**config.mk**
```make
export PLATFORM = sky130hd
export DESIGN_NAME = quad_match_timer
export DESIGN_NICKNAME = d
export VERILOG_FILES = /design/src/rtl/qmt_pkg.sv /design/src/rtl/qmt_alias.sv /design/src/rtl/qmt_channel.sv /design/src/rtl/quad_match_timer.sv
export SDC_FILE = /design/constraint.sdc
export NUM_CORES = 2
export LEC_CHECK = 0
export ABC_AREA = 1
export BUFFER_PORTS_ARGS = -buffer_cell sky130_fd_sc_hd__buf_2
export CORE_AREA = 5 5 373 375
export CTS_BUF_LIST = sky130_fd_sc_hd__clkbuf_8
export DETAILED_ROUTE_END_ITERATION = 10
export DIE_AREA = 0 0 378 380
export SLEW_MARGIN = 20
export SYNTH_ARGS = -nofsm -noshare
export SYNTH_HDL_FRONTEND = slang
export SYNTH_SLANG_ARGS = --single-unit
```
**constraint.sdc**
```tcl
create_clock -name clk -period 8.9 [get_ports clk]
set_clock_uncertainty 0.2 [all_clocks]
set_input_delay 1.78 -clock clk [delete_from_list [all_inputs] [get_ports clk]]
set_output_delay 1.78 -clock clk [all_outputs]
set_load 0.02 [all_outputs]
```
**src/rtl/qmt_pkg.sv**
```systemverilog
package qmt_pkg;
    localparam int NCH    = 4;
    localparam int CW     = 32;
    localparam int CTRL_W = 2 * NCH;
    localparam int DIR_W  = 4 * NCH;
    localparam int ACT_W  = 3 * NCH;
    localparam int SRC_W  = 2 * NCH;

    typedef enum logic [1:0] {
        OP_LOAD = 2'd0,
        OP_SET  = 2'd1,
        OP_CLR  = 2'd2,
        OP_INV  = 2'd3
    } wop_e;

    localparam logic [7:0] BASE_STAT = 8'h00;
    localparam logic [7:0] BASE_CTRL = 8'h01;
    localparam logic [7:0] BASE_DIR  = 8'h02;
    localparam logic [7:0] BASE_CNT0 = 8'h03;
    localparam logic [7:0] BASE_CNT3 = 8'h06;
    localparam logic [7:0] BASE_PRE  = 8'h07;
    localparam logic [7:0] BASE_PCNT = 8'h08;
    localparam logic [7:0] BASE_ACT  = 8'h09;
    localparam logic [7:0] BASE_CMP0 = 8'h0A;
    localparam logic [7:0] BASE_CMP3 = 8'h0D;
    localparam logic [7:0] BASE_SRC  = 8'h18;

    typedef struct packed {
        logic [CTRL_W-1:0]       ctrl;
        logic [DIR_W-1:0]        dir;
        logic [CW-1:0]           pre;
        logic [ACT_W-1:0]        act;
        logic [SRC_W-1:0]        src;
        logic [NCH-1:0]          flag;
        logic [NCH-1:0][CW-1:0]  cmp;
        logic [NCH-1:0][CW-1:0]  cnt;
        logic [NCH-1:0][CW-1:0]  pcnt;
    } regs_t;
endpackage

```
**src/rtl/qmt_alias.sv**
```systemverilog
module qmt_alias
    import qmt_pkg::*;
#(
    parameter int W = 32
) (
    input  logic [W-1:0] cur,
    input  logic [W-1:0] wval,
    input  wop_e         op,
    output logic [W-1:0] nxt
);
    always_comb begin
        unique case (op)
            OP_LOAD: nxt = wval;
            OP_SET:  nxt = cur | wval;
            OP_CLR:  nxt = cur & ~wval;
            default: nxt = cur ^ wval;
        endcase
    end
endmodule

```
**src/rtl/qmt_channel.sv**
```systemverilog
module qmt_channel #(
    parameter int CW = 32
) (
    input  logic          en,
    input  logic          clr,
    input  logic          mode_ok,
    input  logic          down,
    input  logic          zero_on_hit,
    input  logic          halt_on_hit,
    input  logic [CW-1:0] cnt_q,
    input  logic [CW-1:0] pcnt_q,
    input  logic [CW-1:0] pre,
    input  logic [CW-1:0] cmp,
    output logic [CW-1:0] cnt_d,
    output logic [CW-1:0] pcnt_d,
    output logic          hit
);
    logic [CW-1:0] stepped;

    always_comb begin
        hit     = en && !clr && (cnt_q == cmp);
        stepped = down ? (cnt_q - CW'(1)) : (cnt_q + CW'(1));
        cnt_d   = cnt_q;
        pcnt_d  = pcnt_q;
        if (clr) begin
            cnt_d  = '0;
            pcnt_d = '0;
        end else if (en && mode_ok) begin
            if (hit && halt_on_hit) begin
                if (zero_on_hit) begin
                    cnt_d  = '0;
                    pcnt_d = '0;
                end
            end else if (pcnt_q >= pre) begin
                pcnt_d = '0;
                cnt_d  = (hit && zero_on_hit) ? '0 : stepped;
            end else begin
                pcnt_d = pcnt_q + CW'(1);
            end
        end
    end
endmodule

```
**src/rtl/quad_match_timer.sv**
```systemverilog
module quad_match_timer
    import qmt_pkg::*;
#(
    parameter int AW = 12
) (
    input  logic          clk,
    input  logic          rst_n,
    input  logic          bus_sel,
    input  logic          bus_wr,
    input  logic [AW-1:0] bus_addr,
    input  logic [31:0]   bus_wdata,
    output logic [31:0]   bus_rdata,
    output logic          irq
);
    localparam int BW = AW - 4;

    regs_t r_q, r_d;

    logic [NCH-1:0][CW-1:0] cnt_nx;
    logic [NCH-1:0][CW-1:0] pcnt_nx;
    logic [NCH-1:0]         hit;
    logic [NCH-1:0]         irq_en;
    logic [7:0]             base;
    logic                   aligned;
    logic [1:0]             cnt_idx;
    logic [1:0]             cmp_idx;
    logic [31:0]            rd_val;
    logic [31:0]            wr_val;
    wop_e                   op;

    assign base    = 8'(bus_addr[AW-1:4]);
    assign aligned = (bus_addr[1:0] == 2'b00);
    assign op      = wop_e'(bus_addr[3:2]);
    assign cnt_idx = bus_addr[5:4] + 2'd1;
    assign cmp_idx = bus_addr[5:4] - 2'd2;

    // read mux, also the old value fed to the alias logic
    always_comb begin
        rd_val = '0;
        if (aligned) begin
            unique case (base)
                BASE_STAT: rd_val = 32'(r_q.flag);
                BASE_CTRL: rd_val = 32'(r_q.ctrl);
                BASE_DIR:  rd_val = 32'(r_q.dir);
                BASE_PRE:  rd_val = r_q.pre;
                BASE_PCNT: rd_val = r_q.pcnt[0];
                BASE_ACT:  rd_val = 32'(r_q.act);
                BASE_SRC:  rd_val = 32'(r_q.src);
                default: begin
                    if (base >= BASE_CNT0 && base <= BASE_CNT3)
                        rd_val = r_q.cnt[cnt_idx];
                    else if (base >= BASE_CMP0 && base <= BASE_CMP3)
                        rd_val = r_q.cmp[cmp_idx];
                end
            endcase
        end
    end
    assign bus_rdata = rd_val;

    qmt_alias #(.W(32)) u_alias (
        .cur  (rd_val),
        .wval (bus_wdata),
        .op   (op),
        .nxt  (wr_val)
    );

    for (genvar i = 0; i < NCH; i++) begin : g_ch
        qmt_channel #(.CW(CW)) u_ch (
            .en          (r_q.ctrl[i]),
            .clr         (r_q.ctrl[NCH+i]),
            .mode_ok     (r_q.src[2*i +: 2] == 2'b00),
            .down        (r_q.dir[4*i +: 4] == 4'd1),
            .zero_on_hit (r_q.act[3*i+1]),
            .halt_on_hit (r_q.act[3*i+2]),
            .cnt_q       (r_q.cnt[i]),
            .pcnt_q      (r_q.pcnt[i]),
            .pre         (r_q.pre),
            .cmp         (r_q.cmp[i]),
            .cnt_d       (cnt_nx[i]),
            .pcnt_d      (pcnt_nx[i]),
            .hit         (hit[i])
        );
        assign irq_en[i] = r_q.act[3*i];
    end

    always_comb begin
        r_d = r_q;
        // software access first
        if (bus_sel && bus_wr && aligned) begin
            unique case (base)
                BASE_STAT: begin
                    if (op == OP_LOAD || op == OP_CLR)
                        r_d.flag = r_q.flag & ~bus_wdata[NCH-1:0];
                end
                BASE_CTRL: r_d.ctrl = wr_val[CTRL_W-1:0];
                BASE_DIR:  r_d.dir  = wr_val[DIR_W-1:0];
                BASE_PRE:  r_d.pre  = wr_val;
                BASE_ACT:  r_d.act  = wr_val[ACT_W-1:0];
                BASE_SRC:  r_d.src  = wr_val[SRC_W-1:0];
                default: begin
                    if (base >= BASE_CMP0 && base <= BASE_CMP3)
                        r_d.cmp[cmp_idx] = wr_val;
                end
            endcase
        end
        // hardware updates take priority
        for (int i = 0; i < NCH; i++) begin
            r_d.cnt[i]  = cnt_nx[i];
            r_d.pcnt[i] = pcnt_nx[i];
            if (hit[i]) begin
                r_d.flag[i] = 1'b1;
                if (r_q.act[3*i+2])
                    r_d.ctrl[i] = 1'b0;
            end
        end
    end

    always_ff @(posedge clk) begin
        if (!rst_n) r_q <= '0;
        else        r_q <= r_d;
    end

    assign irq = |(r_q.flag & irq_en);
endmodule

```
==> reports/metrics.yaml <==
max_freq_mhz: 138
yosysMostFrequentCell: "nand2_1"
grt_max_degree: 87
p_int_w: 0.00336
synth_ff_type: "dfxtp_1"
drtAntennaViolNets: 0
synthTopCellsByCount: "1980 x nand2_1, 992 x nor2_1, 778 x inv_1, 603 x a21oi_1, 465 x o21ai_0"
drv_cap: 0
synth.area.top_cells: "dfxtp_1 23%, nand2_1 18%, ha_1 10%, nor2_1 9.2%, a21oi_1 7.5%"
crit_fanout: 31
cts_sinks: 464
cts_root_buf: "clkbuf_8"
p_sw_w: 0.00143
fin_setup_tns_ns: 0
drive_above_1_share_pct: 5.46
place_hpwl_mm: 155
cts_hold_buffers: 0
die_y_um: 380
start_util_pct: 29.9
totalPowerFinal_w: 0.00479
worst-setup-path-type: "in2out"
ios: 81
cts_max_level: 3
grt_pass1_vias: 41900
core_area_um2: 135000
p_clk_share_pct: 48.3
drt-pass1-iter-count: 9
ir_drop_mv: 0.0853
post-cts-setup-buffers: 0
cp-start-kind: "input pin"
drtIter0Drc: 5834
rsz0062_at_grt: "false"
p_seq_share_pct: 43.4
critPathMaxStageDelay_ns: 0.77
die_w_um: 378
antenna_found_initial: 19
crit_required_ns: 6.92
fin_area_um2: 44300
fin_crit_ns: 7.27
synth_top_area_share_pct: 23.0
endpoint_kind: "output port"
hp-class: "reg2reg"
numCtsBuffers: 93
numPortBuffers: 80
avgSynthCellArea_um2: 5.90
rows: 135
combPwrFrac_pct: 8.3
p_leak_nw: 21.3
maxSlewHeadroom_pct: 15.8
synth_cell_types: 52
clock_path_buffers: 3
fin_nets: 7209
grt_use_total_pct: 26.1
finalSetupViolCount: 0
yosysSeqAreaShare_pct: 23.0
syn-instance-count: 6838
clkLatencyLatePin_ns: 0.81
crit_chain: "buf_2 -> buf_4 -> inv_1 -> buf_4 -> ha_1 -> nor3_1 -> nor2_1 -> nand2_1 -> inv_1 -> a21oi_1 -> a21oi_1 -> or2_2 -> nand2_1 -> nor2_1 -> buf_2"
die_area_um2: 144000
finalCritPeriodShare_pct: 81.7
p_sw_share_pct: 29.9
synth_edf_count: 0
ys_ff_latch: 464
fin_hold_ws_ns: 0.281
powerDensity_nw_per_um2: 108
tightest_slew_ns: 1.26
status: "completed"
area_growth_pct: 9.74
wl_mm: 196
cts.clk_slew.worst_paths_ns: 0.06
wl_per_cell_um: 22.6
grt-ovfl-total: 0
ys_warn_count: 0
fill_cells: 15100
routabilityCongestion: 1.09
grt_pass1_wl_mm: 280
dr_total_vias: 46600
maxSlewViolCount: 0
dpl_cell_area_um2: 42400
crit_arrival_ns: 5.29
viasPerCell: 5.35
synth_area_leader_cell: "dfxtp_1"
drcViolationCount: 0
finalHoldViolCount: 0
crit_path_top_delay_cell: "inv_1"
synth_area_um2: 40300
async_reset_ff_share_pct: 0
cts_resized: 0
syn_nets: 7211
finish.utilization_pct: 32.8
cts_tree: "yes"
## power by group through the flow
stage	clock network, W	logic [W]	registers (W)
5_1_grt	0.00243	0.000402	0.00208
4_1_cts	0.00235	0.000373	0.00208
3_5_place_dp	0	0.000371	0.00212
6_report	0.00232	0.000398	0.00208
3_3_place_gp	0	0.000372	0.00212
2_1_floorplan	0	0.000180	0.00212
## area by class of cell
cell class                 count  area, um2  area share [%]
antenna                       13       32.5          0.0735
clock buffer                 114       1570            3.54
clock inverter                46        273           0.616
inverter                     795       2980            6.74
multi-input combinational   5352      27100            61.2
sequential                   464       9290            21.0
tap                         1781       2230            5.03
timing repair buffer         130        781            1.76
## layout by cell type (no fill, tap or decap), types with 24 or more instances in the layout
master | Yosys | final
nand2_1 | 1980 | 1980
nor2_1 | 992 | 987
inv_1 | 778 | 800
a21oi_1 | 603 | 601
o21ai_0 | 465 | 464
dfxtp_1 | 464 | 464
ha_1 | 321 | 321
nand3_1 | 309 | 309
nand4_1 | 202 | 202
clkbuf_8 | 0 | 114
buf_2 | 65 | 78
nor3_1 | 71 | 68
xnor2_1 | 64 | 64
buf_4 | 13 | 52
xor2_1 | 51 | 51
a21o_1 | 26 | 26
o21a_1 | 24 | 24
## worst max-delay path, delay by kind of cell
kind | cells | cell delay, ns
AO/OA/AOI/OAI | 2 | 0.37
AND/OR/NAND/NOR | 6 | 0.84
adder cells (fa/ha/maj) | 1 | 0.32
buffers and inverters | 6 | 1.94
## metal layers
metal	track usage (%)	routed length [um]
met5	0	40
met4	13.1	11200
met3	6.82	22000
met2	37.4	78600
met1	35.8	84400
## path summary, 6_finish.rpt
| kind | slack [ns] | to | depth (start not counted) | start |
|---|---|---|---|---|
| worst min-delay path | 0.28 | r_q[452] | 2 | r_q[452] |
| worst min register to register | 0.28 | r_q[452] | 2 | r_q[452] |
| worst max-delay path | 1.63 | bus_rdata[6] | 15 | bus_addr[5] |
| worst max register to register | 4.49 | r_q[241] | 15 | r_q[454] |
## logic make-up after synthesis
kind of cell | after synthesis | synth area share, %
buffers and inverters | 1022 | 9.99
flip-flops | 464 | 23.0
AO/OA/AOI/OAI | 1231 | 16.3
XOR/XNOR | 115 | 2.50
adder cells (fa/ha/maj) | 325 | 10.2
AND/OR/NAND/NOR | 3681 | 38.0
## through the flow
step | setup slack, ns | std cells
final | 1.63 | 8695
after global routing | 1.52 | 8686
after floorplan | 2.61 | 6838
after detailed placement | 1.83 | 8522
after CTS | 1.83 | 8682
after global placement | 1.81 | 8522
Note: power is estimated with default switching activity, not from simulation.
